$ cat src/rtl/dsb_pkg.sv
package dsb_pkg;
  typedef enum logic {PROTO_ENABLES = 1'b0, PROTO_STROBE = 1'b1} proto_e;
endpackage

$ cat src/rtl/dsb_sync.sv
module dsb_sync #(
  parameter int             W      = 8,
  parameter int             STAGES = 2,
  parameter logic [W-1:0]   RST_VAL = '0
) (
  input  logic         clk,
  input  logic         rst_n,
  input  logic [W-1:0] d,
  output logic [W-1:0] q
);
  logic [STAGES-1:0][W-1:0] stg_q;

  always_ff @(posedge clk or negedge rst_n) begin
    if (!rst_n) begin
      for (int i = 0; i < STAGES; i++) stg_q[i] <= RST_VAL;
    end else begin
      stg_q[0] <= d;
      for (int i = 1; i < STAGES; i++) stg_q[i] <= stg_q[i-1];
    end
  end

  assign q = stg_q[STAGES-1];
endmodule

$ cat src/rtl/dsb_addr_latch.sv
module dsb_addr_latch #(
  parameter int ADDR_W = 7
) (
  input  logic              clk,
  input  logic              rst_n,
  input  logic              as_fall,
  input  logic              as_rise,
  input  logic              cyc_end,
  input  logic [ADDR_W-1:0] addr_in,
  output logic [ADDR_W-1:0] addr_q,
  output logic              addr_v
);
  logic [ADDR_W-1:0] addr_d;
  logic              v_d;

  always_comb begin
    addr_d = addr_q;
    v_d    = addr_v;
    if (as_fall) begin
      addr_d = addr_in;
      v_d    = 1'b1;
    end else if (as_rise || cyc_end) begin
      v_d    = 1'b0;
    end
  end

  always_ff @(posedge clk or negedge rst_n) begin
    if (!rst_n) begin
      addr_q <= '0;
      addr_v <= 1'b0;
    end else begin
      addr_q <= addr_d;
      addr_v <= v_d;
    end
  end
endmodule

$ cat src/rtl/dsb_strobe_decode.sv
module dsb_strobe_decode
  import dsb_pkg::*;
#(
  parameter int DATA_W = 8
) (
  input  logic              clk,
  input  logic              rst_n,
  input  logic              moto,
  input  logic              as_s,
  input  logic              ds_s,
  input  logic              rw_s,
  input  logic              cs_n_s,
  input  logic              inh_s,
  input  logic [DATA_W-1:0] ad_s,
  input  logic              addr_v,
  output logic              as_fall,
  output logic              as_rise,
  output logic              cyc_end,
  output logic              wr_fire,
  output logic [DATA_W-1:0] wr_word,
  output logic              rd_win
);
  logic              p_as, p_ds, p_rw, p_cs_n;
  logic [DATA_W-1:0] p_ad;
  logic              ds_fall, ds_rise, rw_rise, qual_prev, qual_now;
  proto_e            proto;

  always_comb begin
    proto     = proto_e'(moto);
    as_fall   = p_as & ~as_s;
    as_rise   = ~p_as & as_s;
    ds_fall   = p_ds & ~ds_s;
    ds_rise   = ~p_ds & ds_s;
    rw_rise   = ~p_rw & rw_s;
    qual_prev = addr_v & ~p_cs_n & ~inh_s;
    qual_now  = addr_v & ~cs_n_s & ~inh_s;
    wr_word   = p_ad;
    if (proto == PROTO_STROBE) begin
      cyc_end = ds_fall;
      wr_fire = ds_fall & ~p_rw & qual_prev;
      rd_win  = qual_now & rw_s & ds_s;
    end else begin
      cyc_end = ds_rise | rw_rise;
      wr_fire = rw_rise & qual_prev;
      rd_win  = qual_now & rw_s & ~ds_s;
    end
  end

  always_ff @(posedge clk or negedge rst_n) begin
    if (!rst_n) begin
      p_as   <= 1'b0;
      p_ds   <= 1'b0;
      p_rw   <= 1'b1;
      p_cs_n <= 1'b1;
      p_ad   <= '0;
    end else begin
      p_as   <= as_s;
      p_ds   <= ds_s;
      p_rw   <= rw_s;
      p_cs_n <= cs_n_s;
      p_ad   <= ad_s;
    end
  end
endmodule

$ cat src/rtl/dsb_map.sv
module dsb_map #(
  parameter int ADDR_W     = 7,
  parameter int DATA_W     = 8,
  parameter int REG_COUNT  = 14,
  parameter int RO_FIRST   = 12,
  parameter int RO_LAST    = 13,
  parameter int PART_REG   = 10,
  parameter int PART_BIT   = 7
) (
  input  logic              clk,
  input  logic              rst_n,
  input  logic [ADDR_W-1:0] addr,
  input  logic              wr_fire,
  input  logic [DATA_W-1:0] wr_word,
  input  logic              rd_win,
  input  logic [DATA_W-1:0] reg_rdata,
  input  logic [DATA_W-1:0] ram_rdata,
  output logic              reg_wr,
  output logic              ram_wr,
  output logic              reg_rd,
  output logic              ram_rd,
  output logic [DATA_W-1:0] wr_data,
  output logic [DATA_W-1:0] wr_mask,
  output logic [DATA_W-1:0] ad_o,
  output logic              ad_oe
);
  localparam logic [ADDR_W-1:0] REG_END = ADDR_W'(REG_COUNT);
  localparam logic [ADDR_W-1:0] RO_LO   = ADDR_W'(RO_FIRST);
  localparam logic [ADDR_W-1:0] RO_HI   = ADDR_W'(RO_LAST);
  localparam logic [ADDR_W-1:0] PART_A  = ADDR_W'(PART_REG);

  logic              is_reg, is_ro, is_part, rd_open;
  logic              reg_wr_d, ram_wr_d, reg_rd_d, ram_rd_d;
  logic [DATA_W-1:0] mask_d, rdata_d;

  assign is_reg  = addr < REG_END;
  assign is_ro   = (addr >= RO_LO) && (addr <= RO_HI);
  assign is_part = addr == PART_A;

  for (genvar b = 0; b < DATA_W; b++) begin : g_mask
    if (b == PART_BIT) begin : g_prot
      assign mask_d[b] = ~is_part;
    end else begin : g_open
      assign mask_d[b] = 1'b1;
    end
  end

  always_comb begin
    rd_open  = rd_win & ~ad_oe;
    reg_wr_d = wr_fire & is_reg & ~is_ro;
    ram_wr_d = wr_fire & ~is_reg;
    reg_rd_d = rd_open & is_reg;
    ram_rd_d = rd_open & ~is_reg;
    rdata_d  = is_reg ? reg_rdata : ram_rdata;
  end

  always_ff @(posedge clk or negedge rst_n) begin
    if (!rst_n) begin
      reg_wr  <= 1'b0;
      ram_wr  <= 1'b0;
      reg_rd  <= 1'b0;
      ram_rd  <= 1'b0;
      ad_oe   <= 1'b0;
      ad_o    <= '0;
      wr_data <= '0;
      wr_mask <= '0;
    end else begin
      reg_wr <= reg_wr_d;
      ram_wr <= ram_wr_d;
      reg_rd <= reg_rd_d;
      ram_rd <= ram_rd_d;
      ad_oe  <= rd_win;
      if (rd_win) ad_o <= rdata_d;
      if (wr_fire) begin
        wr_data <= wr_word;
        wr_mask <= mask_d;
      end
    end
  end
endmodule

$ cat src/rtl/dual_strobe_slave.sv
module dual_strobe_slave #(
  parameter int ADDR_W      = 7,
  parameter int DATA_W      = 8,
  parameter int SYNC_STAGES = 2,
  parameter int REG_COUNT   = 14,
  parameter int RO_FIRST    = 12,
  parameter int RO_LAST     = 13,
  parameter int PART_REG    = 10,
  parameter int PART_BIT    = 7
) (
  input  logic              clk,
  input  logic              rst_n,
  input  logic              bus_moto,
  input  logic              as_i,
  input  logic              ds_i,
  input  logic              rw_i,
  input  logic              cs_n_i,
  input  logic              pf_inhibit,
  input  logic [DATA_W-1:0] ad_i,
  output logic [DATA_W-1:0] ad_o,
  output logic              ad_oe,
  output logic [ADDR_W-1:0] acc_addr,
  output logic [DATA_W-1:0] wr_data,
  output logic [DATA_W-1:0] wr_mask,
  output logic              reg_wr,
  output logic              reg_rd,
  input  logic [DATA_W-1:0] reg_rdata,
  output logic              ram_wr,
  output logic              ram_rd,
  input  logic [DATA_W-1:0] ram_rdata
);
  localparam int           SW      = DATA_W + 6;
  localparam logic [SW-1:0] SYNC_RST = SW'(7) << DATA_W;

  logic [1:0]        rst_pipe;
  logic              rst_int_n;
  logic [SW-1:0]     raw_bus, s_bus;
  logic              s_moto, s_as, s_ds, s_rw, s_cs_n, s_inh;
  logic [DATA_W-1:0] s_ad;
  logic              as_fall, as_rise, cyc_end, wr_fire, rd_win, addr_v;
  logic [DATA_W-1:0] wr_word;

  always_ff @(posedge clk or negedge rst_n) begin
    if (!rst_n) rst_pipe <= 2'b00;
    else        rst_pipe <= {rst_pipe[0], 1'b1};
  end
  assign rst_int_n = rst_pipe[1];

  assign raw_bus = {bus_moto, as_i, ds_i, rw_i, cs_n_i, pf_inhibit, ad_i};

  dsb_sync #(.W(SW), .STAGES(SYNC_STAGES), .RST_VAL(SYNC_RST)) u_sync (
    .clk(clk), .rst_n(rst_int_n), .d(raw_bus), .q(s_bus)
  );

  assign {s_moto, s_as, s_ds, s_rw, s_cs_n, s_inh, s_ad} = s_bus;

  dsb_strobe_decode #(.DATA_W(DATA_W)) u_dec (
    .clk(clk), .rst_n(rst_int_n), .moto(s_moto), .as_s(s_as), .ds_s(s_ds),
    .rw_s(s_rw), .cs_n_s(s_cs_n), .inh_s(s_inh), .ad_s(s_ad), .addr_v(addr_v),
    .as_fall(as_fall), .as_rise(as_rise), .cyc_end(cyc_end),
    .wr_fire(wr_fire), .wr_word(wr_word), .rd_win(rd_win)
  );

  dsb_addr_latch #(.ADDR_W(ADDR_W)) u_addr (
    .clk(clk), .rst_n(rst_int_n), .as_fall(as_fall), .as_rise(as_rise),
    .cyc_end(cyc_end), .addr_in(s_ad[ADDR_W-1:0]), .addr_q(acc_addr),
    .addr_v(addr_v)
  );

  dsb_map #(
    .ADDR_W(ADDR_W), .DATA_W(DATA_W), .REG_COUNT(REG_COUNT),
    .RO_FIRST(RO_FIRST), .RO_LAST(RO_LAST), .PART_REG(PART_REG),
    .PART_BIT(PART_BIT)
  ) u_map (
    .clk(clk), .rst_n(rst_int_n), .addr(acc_addr), .wr_fire(wr_fire),
    .wr_word(wr_word), .rd_win(rd_win), .reg_rdata(reg_rdata),
    .ram_rdata(ram_rdata), .reg_wr(reg_wr), .ram_wr(ram_wr),
    .reg_rd(reg_rd), .ram_rd(ram_rd), .wr_data(wr_data),
    .wr_mask(wr_mask), .ad_o(ad_o), .ad_oe(ad_oe)
  );
endmodule

$ cat config.mk
export PLATFORM = sky130hd
export DESIGN_NAME = dual_strobe_slave
export DESIGN_NICKNAME = d
export VERILOG_FILES = /design/src/rtl/dsb_pkg.sv /design/src/rtl/dsb_sync.sv /design/src/rtl/dsb_addr_latch.sv /design/src/rtl/dsb_strobe_decode.sv /design/src/rtl/dsb_map.sv /design/src/rtl/dual_strobe_slave.sv
export SDC_FILE = /design/constraint.sdc
export NUM_CORES = 1
export LEC_CHECK = 0
export CORE_ASPECT_RATIO = 1.2
export CORE_MARGIN = 3
export CORE_UTILIZATION = 47
export CTS_BUF_LIST = sky130_fd_sc_hd__clkbuf_16
export DETAILED_ROUTE_END_ITERATION = 8
export PLACE_DENSITY = 0.77
export REMOVE_ABC_BUFFERS = 1
export SYNTH_ARGS = -nofsm -noshare
export SYNTH_HDL_FRONTEND = slang
export SYNTH_SLANG_ARGS = --single-unit
$ cat constraint.sdc
create_clock -name clk -period 2.72 [get_ports clk]
set_input_delay 0.272 -clock clk [delete_from_list [all_inputs] [get_ports clk]]
set_output_delay 0.272 -clock clk [all_outputs]
set_load 0.005 [all_outputs]
; Yosys cells after proc, flatten, opt, wreduce, memory -nomap -nowiden
; Cells that the tools add are included.
; Widths: inputs -> output; s select.
[totals]
regBits = 79
in_bits = 32
out_inout_bits = 36
word_cells = 65
[op_classes]
n_lt_le_gt_ge = 3
n_eq_ne = 1
muxes = 6
bitwise = 34
reduce_logical = 3
[op_table]
columns = cell, n
row1 = $and 1x1->1, 21
row2 = $not 1->1, 12
row3 = $mux 8, 1
row4 = $eq 7x4->1 const B, 1
row5 = $ge 7x4->1 const B, 1
row6 = $le 7x4->1 const B, 1
row7 = $lt 7x4->1 const B, 1
row8 = $mux 1, 5
row9 = $reduce_bool 2->1, 1
row10 = $logic_and 1x1->1, 1
row11 = $logic_or 1x1->1, 1
row12 = $or 1x1->1, 1

; Logic depth before layout (Yosys ltp)
; Gate-level depths: netlist of run 1.
[logic_depth]
depth_word = 8
depth_mapped = 5

; By module
; A second synthesis of run 1 with hierarchy kept.
[unflattened]
hier_cells = 176
area_unflattened_um2 = 2586.2
[modules_own_cells]
columns = mod, n_inst, cells_per_inst, area_per_inst_um2, seq_area_each_um2
row1 = dsb_map, 1, 91, 1003.5, 575.6
row2 = dsb_sync, 1, 42, 813.3, 708.2
row3 = dsb_strobe_decode, 1, 22, 386.6, 302.8
row4 = dsb_addr_latch, 1, 18, 329.1, 200.2
row5 = dual_strobe_slave, 1, 3, 53.8, 50.0

; Worst setup path after synthesis of run 1
; Ideal clock, no wire load.
[synth_path]
path_type = register to register
startpoint = reg u_sync.stg_q (netlist bit u_sync.q[11])
endpoint = reg u_map.wr_data[2]
setup_time_ns = 0.125
t_arrival_ns = 1.487
path_slack_ns = 1.108
path_stages_with_launch = 6
n_path_buf = 1
cell_sequence = dfrtp_1 nor2b_1 mux2i_1 or4_4 buf_6 mux2_4
[synth_via]
elab_chain_len = 5
[synth_lines]
columns = element, line
row1 = "start, declared", dsb_sync.sv:11  ; logic [STAGES-1:0][W-1:0] stg_q;
row2 = $not 1->1, dsb_strobe_decode.sv:32  ; ds_fall = p_ds & ~ds_s;
row3 = $and 1x1->1, dsb_strobe_decode.sv:32
row4 = $and 1x1->1 (2 in series), dsb_strobe_decode.sv:40  ; wr_fire = ds_fall & ~p_rw & qual_prev;
row5 = $mux 1, dsb_strobe_decode.sv:38  ; if (proto == PROTO_STROBE) begin
row6 = "end signal, assigned", dsb_map.sv:75  ; wr_data <= wr_word;
row7 = "end, declared", dsb_map.sv:22  ; output logic [DATA_W-1:0] wr_data,
; Every way passes these cells.
; A chain may end at the register's enable or synchronous reset.

; Worst setup path in the final report of run 1
[layout_path]
startpoint = reg u_sync.stg_q (netlist bit u_sync.q[11])
endpoint = reg u_map.ad_o[5]
[layout_via]
elab_chain_len = 3
word_cells_on_any_way = 4
cone_classes = 1 x mux / 3 x bitwise
[layout_lines]
columns = element, line
row1 = $not 1->1, dsb_strobe_decode.sv:45  ; rd_win = qual_now & rw_s & ~ds_s;
row2 = $and 1x1->1, dsb_strobe_decode.sv:45
row3 = $mux 1 (*), dsb_strobe_decode.sv:38
row4 = "end signal, assigned", dsb_map.sv:73  ; if (rd_win) ad_o <= rdata_d;
row5 = "end, declared", dsb_map.sv:24  ; output logic [DATA_W-1:0] ad_o,
; Mark *: on every way between the ends. The rest lies on a longest branch, timed or not.

==> results of run 1 <==
## sequential cells by signal (all words and copies together), names as in the netlist
| register | count |
|---|---|
| u_sync.q | 14 |
| u_map.wr_mask | 2 |
| u_map.reg_wr | 1 |
| u_map.wr_data | 8 |
| u_addr.addr_v | 1 |
| u_dec.p_rw | 1 |
| u_map.ad_o | 8 |
| u_map.ram_rd | 1 |
| u_map.ram_wr | 1 |
| u_sync.stg_q | 14 |
| u_addr.addr_q | 7 |
| u_dec.p_ds | 1 |
| u_map.ad_oe | 1 |
| u_dec.p_cs_n | 1 |
| u_dec.wr_word | 8 |
| rst_pipe | 2 |
| u_dec.p_as | 1 |
| u_map.reg_rd | 1 |
## cell families (layout without fill, tap and decap cells)
group / count (synthesis) / in the layout / synth area share [%]
simple gates: 44 / 44 / 9.179
flops: 73 / 73 / 75.28
compound gates: 10 / 10 / 2.564
fa+ha+maj: 1 / 1 / 0.4103
mux: 17 / 17 / 8.872
xor+xnor: 1 / 1 / 0.3590
other cells: 1 / 1 / 0.1537
buf+inv: 12 / 86 / 3.179
## cell usage after synthesis (2+ instances only)
library cell               instances
sky130_fd_sc_hd__dfstp_2           8
sky130_fd_sc_hd__buf_2             2
sky130_fd_sc_hd__nor3b_1           2
sky130_fd_sc_hd__dfrtp_1          65
sky130_fd_sc_hd__mux2_2            9
sky130_fd_sc_hd__a31oi_1           8
sky130_fd_sc_hd__buf_4             6
sky130_fd_sc_hd__nor2_1           11
sky130_fd_sc_hd__nand2_1          19
sky130_fd_sc_hd__inv_1             2
sky130_fd_sc_hd__nand2b_1          3
sky130_fd_sc_hd__nor2b_1           2
sky130_fd_sc_hd__mux2_4            7
## worst max-delay path, cell delays in order, from the launching register on
cell and delay [ns]:
sky130_fd_sc_hd__dfrtp_1 0.42, sky130_fd_sc_hd__xor2_1 0.20, sky130_fd_sc_hd__nor4b_4 0.71, sky130_fd_sc_hd__nor2_1 0.12, sky130_fd_sc_hd__a31oi_1 0.19
## final cells by class
cell class	instances	area, sq um	share of cell area [%]
Sequential cell	73	1838	53.55
Timing Repair Buffer	68	690.7	20.12
Multi-Input combinational cell	74	525.5	15.31
Clock buffer	9	225.2	6.562
Tap cell	60	75.07	2.187
Clock inverter	7	70.07	2.042
Inverter	2	7.507	0.2187
## power groups by stage
stage | clock (uW) | combinational (uW) | sequential [uW]
floorplan | 0 | 131 | 1330
global route | 1200 | 492 | 1330
CTS | 1150 | 462 | 1310
finish | 1130 | 455 | 1310
global placement | 0 | 451 | 1320
detailed placement | 0 | 462 | 1330
## final timing paths
| kind | from | end | slack, ns | cells past startpoint |
|---|---|---|---|---|
| max | u_sync.q[11] | u_map.ad_o[5] | 1.00 | 4 |
| min | rst_n | rst_pipe[0] | 0.11 | 1 |
| max reg2reg | u_sync.q[11] | u_map.ad_o[5] | 1.00 | 4 |
| min reg2reg | rst_pipe[1] | u_sync.stg_q[1] | 0.32 | 0 |
| max in group asynchronous | rst_pipe[1] | u_map.ad_o[4] | 1.77 | 1 |
| min in group clk | u_sync.stg_q[6] | u_sync.q[6] | 0.35 | 0 |
## metrics by stage
step           area [sq um]  setup slack (ns)  utilization, %  std cells
2_1_floorplan          2370            0.5505               -        149
3_3_place_gp           3137             1.105           63.05        277
3_5_place_dp           3137             1.019           63.05        277
4_1_cts                3432             1.015           68.99        293
5_1_grt                3432            0.8974           68.99        293
6_report               3432             1.003           68.99        293
## layer usage
metal  wire length [um]  up-vias
met4                 67        0
met1               1742      668
met3                330        8
met2               1974       50
li1                   -      659
met5                  0        -
==> impl.org, run 1 <==
** Run status
- The flow ran to the end, and the final reports show no timing, DRC or antenna violations.

** Timing
- RSZ-0062 raised after global routing :: no
- Worst Clk Skew :: 0.004893 ns
- Slew of the pin with the lowest slew margin :: 0.8225 ns
- The number of failing hold endpoints at the final stage came to 0.
- Based on the critical path, the design can be clocked at up to about 0.58 GHz.
- Setup total negative slack on the finished layout was measured at 0 ns.
- Dividing the final minimum period by the clock period gives between 60 and 70%.
- Slew Limit Headroom :: 44.94%
- The clock period could shrink to ~1.7 ns.
- Finish-stage setup viols :: 0
- The max-slew violation total from the final report was 0.
- Min Hold Slack :: 0.1091 ns

** Finish
- The final layout contains 260 nets.
- Leading cell type in the layout, fill and taps excluded :: sky130_fd_sc_hd__clkdlybuf4s50_1
- After filler insertion, the fill cell instance count of the layout stands at 350.
- From synthesis to final layout, the design area changed by 40.67%.
- N_diodes :: 0
- Commonest cells after routing, fill and taps aside :: 67 x sky130_fd_sc_hd__clkdlybuf4s50_1, 64 x sky130_fd_sc_hd__dfrtp_1, 19 x sky130_fd_sc_hd__nand2_1
- Cells with a size suffix above 1 make up 18.45% of the layout.

** Placement
- HPWL Detailed :: around 2.9 mm
- Input and output buffers added on the ports amount to 67.
- The congestion estimate from routability-driven global placement came to 0.7570.

** Synth
- Each instance of the synthesized netlist takes up on average around 15 sq um.
- Ranked by total cell area, the synthesized netlist is headed by sky130_fd_sc_hd__dfrtp_1 67%, sky130_fd_sc_hd__dfstp_2 8.6%, sky130_fd_sc_hd__mux2_4 4.3%.
- Primary flip-flop cell chosen by synthesis mapping :: sky130_fd_sc_hd__dfrtp_1
- Post-synthesis instance total :: 159
- Number of warnings issued by yosys :: 0
- Counting flops with a built-in enable in the synthesized netlist gives 0.
- Post-synthesis instance area :: between 2000 and 2500 sq um
- Counting flops and latches in the post-synthesis netlist gives between 70 and 80.
- Biggest area consumer among synthesized cells :: sky130_fd_sc_hd__dfrtp_1
- Fraction of synthesized cell area taken by the top area cell type :: 66.67%
- Unique masters post-synth :: 28
- After synthesis, flip-flops and latches occupy 75.28% of the total area.
- Proportion of synthesized flip-flops having asynchronous set or reset :: 100.0%

** Clocking
- Register clock-pin slew on the reported worst setup and hold paths :: 0.05 ns
- Post-CTS setup buffers :: 0
- Root buf cell :: sky130_fd_sc_hd__clkbuf_16
- CTS tree :: yes
- Gates resized during post-CTS repair numbered 0.
- Counting every sink on the clock net gives 73.
- Number of buffers inserted for hold repair after clock tree synthesis :: 0
- Total clock buffers created by CTS :: 9
- The clock reaches the later pin of the worst-skew pair after 0.32 ns.
- The H-tree generated during clock tree synthesis spans 3 levels.
- The clock passes through at most 2 buffers.

** Global routing
- For met1 alone, demand over resource in global routing was 19.40%.
- For this run the aggregate overflow at the end of global routing stands at 0.
- For this run, global-route usage on met2 was measured as 22.49%.
- met2 is the most crowded layer.
- In the global route stage, met3 resource usage came out at 5.924%.
- Across every metal layer, demand over resource in global routing totals 15.09%.
- The number of antenna violations at the first check in global routing is 0.
- Entering global routing, the biggest net connects 39 pins.
- The first global-routing pass estimated 6.803 mm of wire.
- Number of global-route vias before repair :: 1465

** Worst setup path
- STA classifies the critical path endpoint as a register.
- STA classifies the critical path startpoint as a register.
- Highest fanout seen on the critical path :: 19
- Required time at the endpoint of the critical path :: 2.96 ns
- Crit path kind :: reg -> reg
- Arrival @ worst endpoint :: 1.96 ns

** Routing
- For this run, the detailed router's first-pass iteration total came to 4.
- For this run, design rule violations remaining after detail routing come to 0.
- Summing over every cut layer, the via total after detailed routing is roughly 1400.
- Dividing the detail-routed via count by the number of cells gives about 4.7.
- Number of antenna-violating nets in the routed design :: 0
- Final WL :: 4.115 mm
- DRC violation total after the first TritonRoute iteration :: 55
- Average routed wire per standard cell :: 14.04 um

** Pwr
- VDD sags by at most 551.4 uV.
- Sequential fraction of design power :: a little under half
- Int Power :: 2243 uW
- In this run the power density over the cells is 841.9 nW/um^2.
- Switching Power :: 646.4 uW
- Summed over all cells, the static leakage comes to 0.001492 uW.
- In this run, the clock network consumes 39.1% of the power.
- Overall power of the completed layout :: 2890 uW
- Share of power burned in combinational logic :: 15.8%
- Net switching is 22.37% of the power.

** Floorplan
- Floorplan Core Area :: 4975 sq um
- Row generation in the floorplan step produced 28 rows.
- Total Die Area :: 6095 sq um
- In this run the count of I/O pins placed on the die edge is 68.
- From bottom edge to top edge, the die measures 84.93 um.
- Starting density of the core :: approximately 49%
- The floorplan step set the die width to between 70 and 80 um.

** Job
- The tool flagged a number of max-cap violations equal to 0.

** Worst hold path
- Path class of the lowest-slack min-delay path :: in -> async
Power figures use the tool's default switching activity.
==> run 2, diff against run 1 <==
--- a/config.mk
+++ b/config.mk
@@ -7,10 +7,10 @@
 export LEC_CHECK = 0
 export CORE_ASPECT_RATIO = 1.2
 export CORE_MARGIN = 3
-export CORE_UTILIZATION = 47
+export CORE_UTILIZATION = 42
 export CTS_BUF_LIST = sky130_fd_sc_hd__clkbuf_16
 export DETAILED_ROUTE_END_ITERATION = 8
-export PLACE_DENSITY = 0.77
+export PLACE_DENSITY = 0.72
 export REMOVE_ABC_BUFFERS = 1
 export SYNTH_ARGS = -nofsm -noshare
 export SYNTH_HDL_FRONTEND = slang
==> constraint.sdc (replaced) <==
create_clock -name clk -period 1.5 [get_ports clk]
set_input_delay 0.15 -clock clk [delete_from_list [all_inputs] [get_ports clk]]
set_output_delay 0.15 -clock clk [all_outputs]
set_load 0.005 [all_outputs]
==> run 2 against run 1 <==
Net effect: core utilization down 0.87 points; register-to-register slack worse by 1.1 ns; critical path depth unchanged; highest routed layer unchanged; critical endpoint is now u_map.wr_data[3]; cell area up 8.0%; combinational power up 95%; the run now ends with negative setup slack left.
==> impl.org, run 2 (synthesis gave the netlist of run 1 again) <==
** Run status
- Result of the run :: finished, violations left (was finished clean)
- The final reports fail on negative setup slack.

** Timing
- The worst path setup slack after routing is -0.09821 ns (was 1.003 ns).
- Final Hold Fails :: 0 (unchanged)
- RSZ-0062 raised after global routing: yes (was no).
- Worst Clk Skew :: 0.004446 ns (was 0.004893 ns)
- Min Hold Slack :: 0.2309 ns (was 0.1091 ns)
- The achievable clock frequency is 0.6257 GHz (was 0.5823 GHz).
- Post-route setup TNS :: -0.6839 ns (was 0 ns)
- Finish-stage setup viols :: 9 (was 0)
- Number of max-slew violations in the final report :: 0 (unchanged)
- Min Tclk post-route :: 1.598 ns (was 1.717 ns)
- The post-route clock period utilization came to 106.5% (was 63.14%).

** Worst setup path
- Arrival @ worst endpoint :: 1.81 ns (was 1.96 ns)
- Highest fanout seen on the critical path :: 6 (was 19)
- Launch point of the worst reg-to-reg path :: u_sync.q[11] (unchanged)
- Kind of start point of the critical path :: register (unchanged)
- Crit path kind :: reg -> reg (unchanged)
- The worst setup path startpoint is u_sync.q[11] (unchanged).
- The critical register-to-register path endpoint is u_map.wr_data[3] (was u_map.ad_o[5]).
- The category of the worst setup path capture point is a register (unchanged).
- Required time at the endpoint of the critical path :: 1.71 ns (was 2.96 ns)
- Depth of the most critical reg-to-reg path :: 4 (unchanged)
- Register-to-Register Setup Slack :: -0.1 ns (was 1.00 ns)

** Clocking
- The total CTS buffers came to 9 (unchanged).
- Root buf cell :: sky130_fd_sc_hd__clkbuf_16 (unchanged)
- The clock tree from TritonCTS was yes (unchanged).
- The deepest clock path buffer count is 2 (unchanged).
- The number of sinks handled by clock tree synthesis came to 73 (unchanged).
- # H-tree levels :: 3 (unchanged)
- Skew-Pair Late Insertion Delay :: 0.32 ns (about the same)
- The post-CTS clock slew at the launch and capture registers of the worst setup and hold paths was 0.05 ns (about the same).

** Routing
- The post-detailed-route wirelength per cell is 14.97 um (was 14.04 um).
- The number of vias per cell after detailed routing came to 4.788 (was 4.727).
- Final WL :: 4.656 mm (was 4.115 mm)
- Number of antenna-violating nets in the routed design :: 0 (unchanged)
- The count of vias placed by the detailed router came to 1489 (was 1385).
- DR pass1 iterations :: 4 (unchanged)
- The starting DRC count in detailed routing came to 23 (was 55).
- Count of unresolved DRC violations after routing :: 0 (unchanged)

** Pwr
- The power density relative to cell area was 1523 nW/um^2 (was 841.9 nW/um^2).
- The part of the power in combinational logic came to 15.7% (was 15.8%).
- The share of total power consumed by net switching is 21.27% (was 22.37%).
- The switching component of the power is 1201 uW (was 646.4 uW).
- The internal power was 4447 uW (was 2243 uW).
- Part of the power in the clock network :: 42.4% (was 39.1%)
- IR Drop Worst-Case VDD :: 1054 uV (was 551.4 uV)
- Static Leak :: 0.001629 uW (was 0.001492 uW)
- Sequential fraction of design power :: 41.9% (was 45.2%)

** Finish
- N_diodes :: 0 (unchanged)
- Post-Layout Inst Area :: 3707 sq um (was 3432 sq um)
- The net total in the final layout was 276 (was 260).
- The most common cell after layout, fill and taps aside was sky130_fd_sc_hd__clkdlybuf4s50_1 (unchanged).
- Fraction of layout instances using a drive strength above 1 :: 27.71% (was 18.45%)
- P&R area growth vs syn :: 51.95% (was 40.67%)
- Number of non-filler instances in the completed layout :: 311 (was 293)
- Commonest cells after routing, fill and taps aside :: 66 x sky130_fd_sc_hd__clkdlybuf4s50_1, 63 x sky130_fd_sc_hd__dfrtp_1, 18 x sky130_fd_sc_hd__nand2_1 (was 67 x sky130_fd_sc_hd__clkdlybuf4s50_1, 64 x sky130_fd_sc_hd__dfrtp_1, 19 x sky130_fd_sc_hd__nand2_1)

** Job
- The count of maximum capacitance violations is 0 (unchanged).

** Placement
- HPWL Detailed :: 3.122 mm (was 2.935 mm)
- The placer congestion estimate came to 0.7067 (was 0.7570).
- The placed cell count is 289 (was 277).
- The number of port buffers was 67 (unchanged).
- The area after detailed placement was 3239 sq um (was 3137 sq um).

** Global routing
- First-pass GRT wire length :: 7.383 mm (was 6.803 mm)
- The overall overflow remaining after global route came to 0 (unchanged).
- Pin count of the biggest net entering global routing :: 30 (was 39)
- The global-route usage over all layers is 15.43% (was 15.09%).
- Number of global-route vias before repair :: 1579 (was 1465)
- Antenna violations before repair :: 0 (unchanged)

** Floorplan
- Count of boundary I/O pins :: 68 (unchanged)
- The number of placement rows is 29 (was 28).
- The overall die width was 75.58 um (was 71.77 um).
- The area of the core came to 5443 sq um (was 4975 sq um).
- Total Die Area :: 6763 sq um (was 6095 sq um)
- Die boundary height :: 89.49 um (was 84.93 um)
- The starting density of the core is 44.83% (was 49.04%).

** Worst hold path
- The worst min-delay path category is reg -> async (was in -> async).
[run 2: final cells by class]
type,count,area (sq um)
Clock buffer,9,225.2
Sequential cell,73,1839
Inverter,2,7.507
Fill cell,371,1735
Clock inverter,7,118.9
Multi-Input combinational cell,75,580.6
Timing Repair Buffer,83,858.3
Tap cell,62,77.57
[run 2: per-stage QoR]
step / power [uW] / setup WS, ns / utilization, %
final: 5648 / -0.09821 / 68.11
after global routing: 5916 / -0.1621 / 68.11
after CTS: 5727 / -0.1484 / 66.60
after detailed placement: 3279 / -0.1752 / 59.52
after global placement: 3252 / -0.1014 / 59.52
after floorplan: 2645 / -0.6695 / -
[run 2: timing repair]
action,4_1_cts,5_1_grt
buffers inserted,1,2
pin swaps,1,1
endpoints found under the hold margin,2,0
gates cloned,1,1
gates resized for setup,5,10
hold buffers,1,0
endpoints found under the setup margin,17,22
[run 2: critical path, cell delays in order (launching register included)]
cell and delay [ns]:
sky130_fd_sc_hd__dfrtp_1 0.38, sky130_fd_sc_hd__nor2b_2 0.15, sky130_fd_sc_hd__mux2i_2 0.11, sky130_fd_sc_hd__or4_4 0.51
sky130_fd_sc_hd__mux2_4 0.33
[run 2: metal layers]
metal | share of wire [%] | global-route usage, % | vias up
met1 | 39 | 17.60 | 734
li1 | - | - | 697
met2 | 53 | 24.90 | 52
met4 | 1.5 | 8.585 | 0
met3 | 6.7 | 5.624 | 6
met5 | 0 | 0 | -
[run 2: worst max path at each step]
stage               depth (start not counted)  slack (ns)                to
global placement                            4       -0.10  u_map.wr_mask[7]
detailed placement                          4       -0.18  u_map.wr_data[4]
global route                                4       -0.16  u_map.wr_mask[7]
finish                                      4        -0.1  u_map.wr_data[3]
floorplan                                   0       -0.67  u_addr.addr_q[0]
CTS                                         4       -0.15  u_map.wr_data[6]
[run 2: power groups by stage]
stage | registers, uW | logic (uW) | clock network [uW]
final | 2370 | 889 | 2390
after global placement | 2390 | 864 | 0
after floorplan | 2410 | 238 | 0
after CTS | 2370 | 894 | 2460
after global routing | 2400 | 974 | 2540
after detailed placement | 2400 | 883 | 0
